File: src/rtl/cmd_rx_pkg.sv
// Shared types for the serial command receiver.
package cmd_rx_pkg;
    // Bundle of the three raw serial pins, MSB first: select, clock, data.
    typedef struct packed {
        logic sel_n;
        logic sclk;
        logic sdi;
    } pins_t;

    // Idle pin level used when resetting synchronizers: select inactive.
    localparam pins_t PINS_IDLE = '{sel_n: 1'b1, sclk: 1'b0, sdi: 1'b0};
endpackage

File: src/rtl/cmd_rx_sync.sv
// Multi-stage synchronizer for a bundle of asynchronous pins.
// Assumes the pins are slow relative to clk (each level held for
// several clk cycles); every bit gets the same STAGES of delay.
module cmd_rx_sync #(
    parameter int STAGES = 2,
    parameter int W = 3,
    parameter logic [W-1:0] RST_VAL = '0
) (
    input  logic         clk,
    input  logic         rst_n,
    input  logic [W-1:0] d_i,
    output logic [W-1:0] q_o
);
    logic [STAGES-1:0][W-1:0] chain;

    // Shift the pin bundle through the synchronizer chain.
    always_ff @(posedge clk) begin
        if (!rst_n) begin
            for (int s = 0; s < STAGES; s++) chain[s] <= RST_VAL;
        end else begin
            chain[0] <= d_i;
            for (int s = 1; s < STAGES; s++) chain[s] <= chain[s-1];
        end
    end

    assign q_o = chain[STAGES-1];
endmodule

File: src/rtl/cmd_rx_edges.sv
// Edge detector for synchronized select and serial clock.
// Assumes inputs already synchronized to clk. Outputs are
// combinational strobes, one clk cycle wide.
module cmd_rx_edges (
    input  logic clk,
    input  logic rst_n,
    input  logic sel_n_s,
    input  logic sclk_s,
    output logic sel_fall,
    output logic sclk_fall
);
    logic sel_q;
    logic sclk_q;

    // Remember last cycle's levels for edge comparison.
    always_ff @(posedge clk) begin
        if (!rst_n) begin
            sel_q  <= 1'b1;
            sclk_q <= 1'b0;
        end else begin
            sel_q  <= sel_n_s;
            sclk_q <= sclk_s;
        end
    end

    assign sel_fall  = sel_q & ~sel_n_s;
    assign sclk_fall = sclk_q & ~sclk_s;
endmodule

File: src/rtl/cmd_rx_frame.sv
// Frame controller: bit counter, shift register, word capture,
// abort on early select rise and lockout after a full word.
// Assumes strobes from cmd_rx_edges and data synchronized with
// the same delay as the serial clock.
module cmd_rx_frame #(
    parameter int WORD_W = 16
) (
    input  logic              clk,
    input  logic              rst_n,
    input  logic              sel_n_s,
    input  logic              sel_fall,
    input  logic              sclk_fall,
    input  logic              sdi_s,
    output logic [WORD_W-1:0] word_o,
    output logic              valid_o,
    output logic              en_o
);
    localparam int CNT_W = $clog2(WORD_W + 1);
    localparam logic [CNT_W-1:0] LAST_IDX = CNT_W'(WORD_W - 1);

    logic [CNT_W-1:0]  cnt;
    logic              active;
    logic [WORD_W-1:0] shreg;
    logic [WORD_W-1:0] shreg_next;

    // Next shift-register value with the new bit appended as LSB.
    assign shreg_next = {shreg[WORD_W-2:0], sdi_s};

    // Frame sequencing: start, abort, shift, complete.
    always_ff @(posedge clk) begin
        if (!rst_n) begin
            cnt     <= '0;
            active  <= 1'b0;
            shreg   <= '0;
            word_o  <= '0;
            valid_o <= 1'b0;
        end else begin
            valid_o <= 1'b0;
            if (sel_fall) begin
                cnt    <= '0;
                active <= 1'b1;
            end else if (sel_n_s) begin
                active <= 1'b0;
            end else if (active && sclk_fall) begin
                shreg <= shreg_next;
                cnt   <= cnt + 1'b1;
                if (cnt == LAST_IDX) begin
                    active  <= 1'b0;
                    word_o  <= shreg_next;
                    valid_o <= 1'b1;
                end
            end
        end
    end

    assign en_o = active;

    // valid is never two cycles long.
    assert_valid_single_R3: assert property (@(posedge clk) disable iff (!rst_n)
        valid_o |=> !valid_o);

    // word changes only together with a valid pulse.
    assert_word_hold_R8: assert property (@(posedge clk) disable iff (!rst_n)
        !valid_o |-> $stable(word_o));

    // a high select in one cycle forbids a valid pulse on the next.
    assert_abort_no_valid_R5: assert property (@(posedge clk) disable iff (!rst_n)
        sel_n_s |=> !valid_o);

    // count saturates at the word length.
    assert_cnt_sat_R6: assert property (@(posedge clk) disable iff (!rst_n)
        cnt <= CNT_W'(WORD_W));

    // while not collecting and no new frame, clock edges move nothing.
    assert_lockout_R6: assert property (@(posedge clk) disable iff (!rst_n)
        (!active && !sel_fall) |=> ($stable(cnt) && $stable(shreg)));

    // enable is already low when the word is presented.
    assert_en_off_R7: assert property (@(posedge clk) disable iff (!rst_n)
        valid_o |-> !en_o);
endmodule

File: src/rtl/cmd_serial_rx.sv
// Framed serial command receiver top. Synchronizes the three
// serial pins, detects edges and assembles WORD_W-bit words.
// Assumes serial pin levels last several clk cycles.
module cmd_serial_rx #(
    parameter int WORD_W = 16,
    parameter int SYNC_STAGES = 2
) (
    input  logic              clk,
    input  logic              rst_n,
    input  logic              sel_n_i,
    input  logic              sclk_i,
    input  logic              sdi_i,
    output logic [WORD_W-1:0] word_o,
    output logic              word_valid_o,
    output logic              rx_en_o
);
    import cmd_rx_pkg::*;

    localparam int PIN_W = $bits(pins_t);

    pins_t raw_pins;
    pins_t sync_pins;
    logic  sel_fall;
    logic  sclk_fall;

    assign raw_pins = '{sel_n: sel_n_i, sclk: sclk_i, sdi: sdi_i};

    cmd_rx_sync #(
        .STAGES (SYNC_STAGES),
        .W      (PIN_W),
        .RST_VAL(PINS_IDLE)
    ) u_sync (
        .clk  (clk),
        .rst_n(rst_n),
        .d_i  (raw_pins),
        .q_o  (sync_pins)
    );

    cmd_rx_edges u_edges (
        .clk      (clk),
        .rst_n    (rst_n),
        .sel_n_s  (sync_pins.sel_n),
        .sclk_s   (sync_pins.sclk),
        .sel_fall (sel_fall),
        .sclk_fall(sclk_fall)
    );

    cmd_rx_frame #(
        .WORD_W(WORD_W)
    ) u_frame (
        .clk      (clk),
        .rst_n    (rst_n),
        .sel_n_s  (sync_pins.sel_n),
        .sel_fall (sel_fall),
        .sclk_fall(sclk_fall),
        .sdi_s    (sync_pins.sdi),
        .word_o   (word_o),
        .valid_o  (word_valid_o),
        .en_o     (rx_en_o)
    );
endmodule

File: config.mk
export PLATFORM = sky130hd
export DESIGN_NAME = cmd_serial_rx
export DESIGN_NICKNAME = d
export VERILOG_FILES = /design/src/rtl/cmd_rx_pkg.sv /design/src/rtl/cmd_rx_sync.sv /design/src/rtl/cmd_rx_edges.sv /design/src/rtl/cmd_rx_frame.sv /design/src/rtl/cmd_serial_rx.sv
export SDC_FILE = /design/constraint.sdc
export NUM_CORES = 1
export LEC_CHECK = 0
export ABC_AREA = 1
export BUFFER_PORTS_ARGS = -buffer_cell sky130_fd_sc_hd__buf_2
export CAP_MARGIN = 10
export CELL_PAD_IN_SITES_DETAIL_PLACEMENT = 1
export CELL_PAD_IN_SITES_GLOBAL_PLACEMENT = 2
export CORE_ASPECT_RATIO = 0.5
export CORE_MARGIN = 3
export CORE_UTILIZATION = 34
export CTS_BUF_LIST = sky130_fd_sc_hd__clkbuf_16
export CTS_CLUSTER_SIZE = 20
export DETAILED_ROUTE_END_ITERATION = 8
export GPL_ROUTABILITY_DRIVEN = 0
export PLACE_DENSITY = 0.88
export SLEW_MARGIN = 0
export SYNTH_ARGS = -nofsm -noshare
export SYNTH_HDL_FRONTEND = slang
export SYNTH_SLANG_ARGS = --single-unit
File: constraint.sdc
create_clock -name clk -period 2.7 [get_ports clk]
set_clock_uncertainty 0.05 [all_clocks]
set_input_delay 0.135 -clock clk [delete_from_list [all_inputs] [get_ports clk]]
set_output_delay 0.135 -clock clk [all_outputs]
set_load 0.1 [all_outputs]
==> flow_summary_export.csv, run 1 <==
group,metric,value,unit
die,rows,17,
die,coreArea,4700,sq um
cts,cts_buffers,5,
synth,synthCells,241,
pwr,p_leak,0.000987,uW
grt,antenna_found_initial,0,
cts,clockBufferDepth,2,
worst_hold_path,hp-class,"in -> reg",
cts,cts.sinks,46,
sta,finalCritPeriodShare,0.765,
critical_path,critPathTopFamily,"simple AND/OR/NAND/NOR gates",
placed_design,hpwl,2.58,mm
cells_and_area,syn2layout_area_growth,17.4,%
grt,globalRouteTotalUtil,0.131,
routing,drt-pass1-iter-count,4,
pwr,switchingPower,263,uW
sta,slew_headroom,0.680,
sta,drv_slew,0,
pwr,p_int,1030,uW
cells_and_area,multi_input_area,683,sq um
cells_and_area,n_fill_cell,615,
critical_path,crit_path_frequent_cell,"nor2_1",
placed_design,port_buffers,22,
worst_hold_path,whs_endpoint,"u_edges.sel_q",
sta,setup_viol,0,
sta,tightest_slew,0.480,ns
sta,hold_viol_final,0,
grt,overflow,0,
die,io-pin-count,23,
routing,drt_wl_total,3.66,mm
critical_path,crit_buf_inv,1,
pwr,power_frac_comb,0.024,
routing,vias_per_cell,4.45,
critical_path,endpoint_kind,"register",
die,die_w,108,um
routing,drt_iter0_markers,26,
critical_path,worstPathRequired,2.87,ns
synth,yosys_warnings,0,
grt,grt_pass1_wl,6.49,mm
cells_and_area,antenna-diode-count,0,
pwr,peakVddDrop,0.264,mV
routing,drtAntennaViolNets,0,
cts,ctsHtreeMaxLevel,2,
die,die_y,57.0,um
critical_path,path_cells,"ha_1 -> nand2_1 -> nor2_1 -> ha_1 -> nand3_2 -> inv_1 -> nor2_1 -> nor2_1",
synth,ys_ff_latch,46,
critical_path,cp.arrival,2.24,ns
pwr,powerDensity,621,nW/um^2
synth,synth_area_per_cell,7.35,sq um
critical_path,slowest_stage,"nand3_2",
critical_path,reg2reg_to,"u_frame.word_o[14]",
run_status,status,"finished, final reports clean",
die,die_area,6170,sq um
placed_design,dp_cells,321,
critical_path,start_kind,"register",
synth,syn-cell-area,1770,sq um
die,start_util,0.377,
critical_path,critPathKind,"reg -> reg",
cts,clk_pin_slew_worst_paths,0.06,ns
routing,drcViolationCount,0,
pwr,pwr-share-seq,0.532,
cts,root_buffer,"clkbuf_16",
worst_hold_path,worstHoldPathCells,2,
synth,synth.net_count,248,
critical_path,reg2reg_depth,8,
cells_and_area,final-seq-area,921,sq um
pwr,sw_frac_of_total,0.203,
cells_and_area,layout.cells.non_filler,332,
critical_path,regToRegStartpoint,"u_frame.cnt[0]",
cells_and_area,layout-drive-gt1-share,0.132,
routing,wl_per_cell,11.0,um
pwr,p_clk_frac,0.444,
critical_path,crit_path_max_fanout,24,
grt,grt_max_degree,28,
critical_path,reg2reg_slack,0.63,ns
critical_path,slowest_delay,0.44,ns
worst_hold_path,min-delay-start,"rst_n",
sta,rsz0062_at_grt,"no",
cells_and_area,num-nets-final,272,
routing,vias,1479,
sta,timing.setup.tns,0,ns
sta,max_freq,0.484,GHz
cts,tritoncts,"built",
cts,clkLatencyLatePin,0.28,ns
cts,ctsResizeCount,0,
flow_run,max-cap-violations,0,
sta,period_minus_slack,2.07,ns
grt,grt_pass1_vias,1445,
synth,seq_area_frac_synth,0.520,
synth,yosysUniqueCellTypes,17,
[layout make-up]
class | count | area share
clock inverters | 3 | 0.00601
clock buffers | 5 | 0.0601
multi-input cells | 156 | 0.328
repair buffers | 25 | 0.0673
inverters | 31 | 0.0559
flip-flops and latches | 46 | 0.443
well taps | 66 | 0.0397
[how the worst max path moves through the flow]
stage / from / slack (ns) / endpoint / depth (start not counted)
3_5_place_dp: u_frame.cnt[0] / 0.63 / u_frame.word_o[14] / 8
6_report: u_frame.cnt[0] / 0.63 / u_frame.word_o[14] / 8
5_1_grt: u_frame.cnt[0] / 0.31 / u_frame.word_o[14] / 8
2_1_floorplan: u_frame.en_o / 0.73 / u_frame.word_o[10] / 6
4_1_cts: u_frame.cnt[0] / 0.61 / u_frame.word_o[14] / 8
3_3_place_gp: u_frame.cnt[0] / 0.70 / u_frame.word_o[11] / 8
[layer usage]
layer  track usage  vias to the layer above  part of all wire
li1              -                      772                 -
met1         0.164                      681              0.51
met2         0.213                       19              0.44
met3        0.0497                        7             0.042
met4        0.0360                        0            0.0098
met5             0                        -                 0
[repair_timing]
| action | CTS | global route |
|---|---|---|
| setup endpoints to repair | 0 | 0 |
| hold endpoints to repair | 3 | 0 |
| hold buffers | 3 | 0 |
| buffers inserted | 0 | 0 |
[power groups by stage]
stage	combinational (uW)	sequential, uW	clock, uW
after CTS	31.4	687	595
after global routing	35.3	688	625
final	30.4	687	573
after floorplan	18.1	705	0
after global placement	26.9	702	0
after detailed placement	27.8	703	0
[state kept, by name, indices dropped and copies added (netlist names)]
register         count
u_sync.chain         3
u_frame.valid_o      1
u_edges.sclk_q       1
u_frame.shreg       15
u_frame.en_o         1
u_edges.sel_q        1
u_frame.word_o      16
u_sync.q_o           3
u_frame.cnt          5
[cell usage after synthesis]
| master | number | area, sq um |
|---|---|---|
| buf_2 | 5 | 25.0 |
| nand4_1 | 4 | 25.0 |
| ha_1 | 2 | 25.0 |
| nand3_1 | 4 | 20.0 |
| nand3_2 | 1 | 10.0 |
| xor2_1 | 1 | 8.76 |
| or2_2 | 2 | 12.5 |
| inv_1 | 30 | 113 |
| nor2_1 | 47 | 176 |
| buf_1 | 1 | 3.75 |
| nand2_1 | 71 | 267 |
| inv_2 | 1 | 3.75 |
| buf_6 | 2 | 22.5 |
| o21ai_0 | 5 | 25.0 |
| a21oi_1 | 16 | 80.1 |
| nor2_4 | 3 | 33.8 |
| dfxtp_1 | 46 | 921 |
[placed cells by master, fill, tap and decap left out, drive strengths merged]
cell type and count:
nand2 71, nor2 50, dfxtp 46, inv 32
buf 22, a21oi 16, o21ai 5, clkbuf 5
nand3 5, nand4 4, dlygate4sd3 3, or2 2
ha 2, clkinv 2, xor2 1
[through the flow]
step	utilization	instance area (sq um)	hold WS (ns)	worst slack (ns)	power (uW)
after global placement	0.407	1910	0.266	0.703	729
after detailed placement	0.407	1910	0.275	0.630	730
after CTS	0.443	2080	0.249	0.608	1310
after floorplan	-	1770	0.183	0.731	723
final	0.443	2080	0.241	0.633	1290
after global routing	0.443	2080	0.291	0.313	1350
[cells by family after synthesis]
family | Yosys count | share of synthesized area
buffers and inverters | 39 | 0.0946
DFF | 46 | 0.520
adders and majority gates | 2 | 0.0141
AOI/OAI and AO/OA | 21 | 0.0593
and+or+nand+nor | 132 | 0.307
xor gates and xnor gates | 1 | 0.00494
(Power assumes the default switching activity.)
==> run 2: changes to the inputs <==
--- a/config.mk
+++ b/config.mk
@@ -5,19 +5,19 @@
 export SDC_FILE = /design/constraint.sdc
 export NUM_CORES = 1
 export LEC_CHECK = 0
-export ABC_AREA = 1
+export ABC_AREA = 0
 export BUFFER_PORTS_ARGS = -buffer_cell sky130_fd_sc_hd__buf_2
 export CAP_MARGIN = 10
 export CELL_PAD_IN_SITES_DETAIL_PLACEMENT = 1
 export CELL_PAD_IN_SITES_GLOBAL_PLACEMENT = 2
 export CORE_ASPECT_RATIO = 0.5
 export CORE_MARGIN = 3
-export CORE_UTILIZATION = 34
+export CORE_UTILIZATION = 32
 export CTS_BUF_LIST = sky130_fd_sc_hd__clkbuf_16
 export CTS_CLUSTER_SIZE = 20
 export DETAILED_ROUTE_END_ITERATION = 8
 export GPL_ROUTABILITY_DRIVEN = 0
-export PLACE_DENSITY = 0.88
+export PLACE_DENSITY = 0.78
 export SLEW_MARGIN = 0
 export SYNTH_ARGS = -nofsm -noshare
 export SYNTH_HDL_FRONTEND = slang
==> constraint.sdc (replaced) <==
create_clock -name clk -period 1.9 [get_ports clk]
set_clock_uncertainty 0.05 [all_clocks]
set_input_delay 0.095 -clock clk [delete_from_list [all_inputs] [get_ports clk]]
set_output_delay 0.095 -clock clk [all_outputs]
set_load 0.1 [all_outputs]
==> run 2 against run 1 <==
Effect of this change: clock power grew 46%; core utilization fell by 1.8 points; die area is 0.15% higher; first-iteration DRC count grew 12%; combinational power rose by 28%; critical path type unchanged.
==> flow_summary_export.csv, run 2 <==
group,metric,value,unit
sta,fin_ws,0.221,ns
routing,drt_iter0_markers,29,
cts,tritoncts,"built",
grt,grt_max_degree,36,
critical_path,crit_path_max_fanout,17,
synth,seq_area_frac_synth,0.551,
synth,synth_area_per_cell,10.8,sq um
sta,hold_viol_final,0,
critical_path,critPathKind,"reg -> reg",
placed_design,port_buffers,22,
sta,drv_slew,0,
pwr,totalPowerFinal,1850,uW
die,rows,17,
cells_and_area,mostFrequentLayoutCell,"dfxtp_1",
synth,synthCells,155,
cells_and_area,layout_common_cells,"dfxtp_1 (45), nand2_1 (34), mux2i_1 (33)",
synth,synth_top_family_by_area,"multiplexers",
synth,yosysUniqueCellTypes,24,
critical_path,cp.arrival,1.83,ns
pwr,sw_frac_of_total,0.206,
cells_and_area,final-seq-area,922,sq um
grt,globalRouteTotalUtil,0.111,
cts,clk_pin_slew_worst_paths,0.06,ns
cells_and_area,n_fill_cell,528,
synth,synth_enable_flop_cells,0,
run_status,status,"finished, final reports clean",
cts,cts_buffers,5,
routing,vias,1113,
cells_and_area,regMostFlops,"u_frame.word_o",
pwr,p_leak,0.000889,uW
sta,setup_viol,0,
cells_and_area,antenna-diode-count,0,
cts,ctsHtreeMaxLevel,2,
routing,drtAntennaViolNets,0,
sta,finalCritPeriodShare,0.884,
synth,yosys_warnings,0,
grt,antenna_found_initial,0,
synth,synthXorXnorAreaFrac,0.00524,
cts,clockBufferDepth,2,
cells_and_area,multi_input_area,679,sq um
grt,overflow,0,
routing,drt_wl_total,3.04,mm
synth,synthAdderAreaFrac,0.0150,
die,die_area,6180,sq um
die,coreArea,4700,sq um
critical_path,reg2reg_slack,0.22,ns
routing,vias_per_cell,4.49,
synth,syn-cell-area,1670,sq um
synth,post-synth-top-count-cell,"dfxtp_1",
synth,synth_top_area_frac,0.551,
pwr,p_int,1470,uW
cells_and_area,num-nets-final,188,
flow_run,max-cap-violations,0,
grt,grt_pass1_wl,5.37,mm
die,die_y,57.1,um
routing,wl_per_cell,12.2,um
synth,ys.flop_type,"dfxtp_1",
synth,synth_compound_area_frac,0.0150,
synth,ys_ff_latch,46,
placed_design,place_ws,0.225,ns
synth,ys_top_cells_by_count,"dfxtp_1 (46), nand2_1 (34), mux2i_1 (33)",
sta,tightest_slew,0.499,ns
grt,grt_pass1_vias,1181,
critical_path,start_kind,"register",
critical_path,endpoint_kind,"register",
routing,drcViolationCount,0,
die,io-pin-count,23,
pwr,power_frac_comb,0.021,
synth,synth_mux_area_frac,0.198,
placed_design,hpwl,1.98,mm
cells_and_area,layout-drive-gt1-share,0.192,
routing,drt-pass1-iter-count,4,
cells_and_area,largest_reg_flops,16,
critical_path,worstPathRequired,2.05,ns
sta,slew_headroom,0.666,
synth,synth-simple-area-share,0.174,
synth,synth_top_cell_by_area,"dfxtp_1",
die,start_util,0.355,
cts,cts.sinks,46,
sta,rsz0062_at_grt,"no",
cts,clkLatencyLatePin,0.28,ns
synth,synth.net_count,162,
die,die_w,108,um
worst_hold_path,hp-class,"in -> reg",
pwr,p_clk_frac,0.451,
sta,timing.setup.tns,0,ns
sta,period_minus_slack,1.68,ns
pwr,switchingPower,381,uW
pwr,peakVddDrop,0.362,mV
pwr,pwr-share-seq,0.528,
synth,synth.area.top_cells,"dfxtp_1 (55%), mux2i_1 (20%), nand2_1 (7.6%)",
sta,max_freq,0.595,GHz
synth,synthArstFlopShare,0,
cts,root_buffer,"clkbuf_16",
cells_and_area,syn2layout_area_growth,19.6,%
cells_and_area,reg_top3,"u_frame.word_o: 16 flops, u_frame.shreg: 15 flops, u_frame.cnt: 5 flops",
pwr,powerDensity,927,nW/um^2
==> run 2: cell types whose count changed after synthesis, sizes merged, moves of 4 or more <==
| cell | delta |
|---|---|
| nor2 | -46 |
| nand2 | -36 |
| mux2i | +33 |
| inv | -29 |
| a21oi | -14 |
| and2 | +6 |
| clkbuf | +5 |
| o21ai | -5 |
| buf | -4 |
| nand4 | -4 |
==> run 2: routing by layer <==
| metal | up-vias | wire length (um) | GRT usage |
|---|---|---|---|
| li1 | 562 | - | - |
| met1 | 538 | 1430 | 0.130 |
| met2 | 11 | 1500 | 0.190 |
| met3 | 2 | 80 | 0.0384 |
| met4 | 0 | 25 | 0.0432 |
| met5 | - | 0 | 0 |
==> run 2: cell type report <==
cell class                      instances  share of cell area
Sequential cell                        46               0.462
Clock inverter                          3             0.00877
Tap cell                               66              0.0414
Timing Repair Buffer                   28              0.0815
Inverter                                2             0.00376
Clock buffer                            5              0.0627
Multi-Input combinational cell         98               0.340
==> run 2: timing repair <==
| item | 4_1_cts | 5_1_grt |
|---|---|---|
| gates resized for setup | 0 | 0 |
| hold buffers | 3 | 0 |
| hold endpoints to repair | 3 | 0 |
| setup buffers | 0 | 0 |
==> run 2: critical path: stages, from the launching register on <==
cell and delay (ns):
dfxtp_1 0.37, ha_1 0.18, and3_1 0.16, ha_1 0.16
and3_1 0.15, buf_4 0.29, mux2i_1 0.24
==> run 2: power by group through the flow <==
stage	Combinational [uW]	Sequential, uW	Clock [uW]
floorplan	21.0	1000	0
global placement	34.3	998	0
detailed placement	34.8	998	0
CTS	39.8	977	866
global route	43.8	977	915
finish	38.8	977	834
==> run 2: kinds of logic (layout without fill, tap and decap cells) <==
| family | after synthesis | after routing |
|---|---|---|
| buffers and inverters | 11 | 38 |
| and+or+nand+nor | 58 | 58 |
| muxes | 33 | 33 |
| adders and majority gates | 2 | 2 |
| AOI/OAI and AO/OA | 4 | 4 |
| DFF | 46 | 46 |
| xor gates and xnor gates | 1 | 1 |
==> run 2: final timing paths <==
| kind | start | to | cells after the start |
|---|---|---|---|
| setup / recovery | u_frame.cnt[0] | u_frame.word_o[13] | 6 |
| hold / removal | rst_n | u_sync.q_o[2] | 2 |
| setup reg to reg | u_frame.cnt[0] | u_frame.word_o[13] | 6 |
| hold reg to reg | u_sync.chain[2] | u_sync.q_o[2] | 1 |
==> run 2: stage by stage <==
| stage | cell area (sq um) | hold slack [ns] | util | instances |
|---|---|---|---|---|
| detailed placement | 1820 | 0.234 | 0.388 | 237 |
| floorplan | 1670 | 0.146 | - | 155 |
| global placement | 1820 | 0.225 | 0.388 | 237 |
| finish | 2000 | 0.0365 | 0.425 | 248 |
| global route | 2000 | 0.0404 | 0.425 | 248 |
| CTS | 2000 | 0.0333 | 0.425 | 248 |
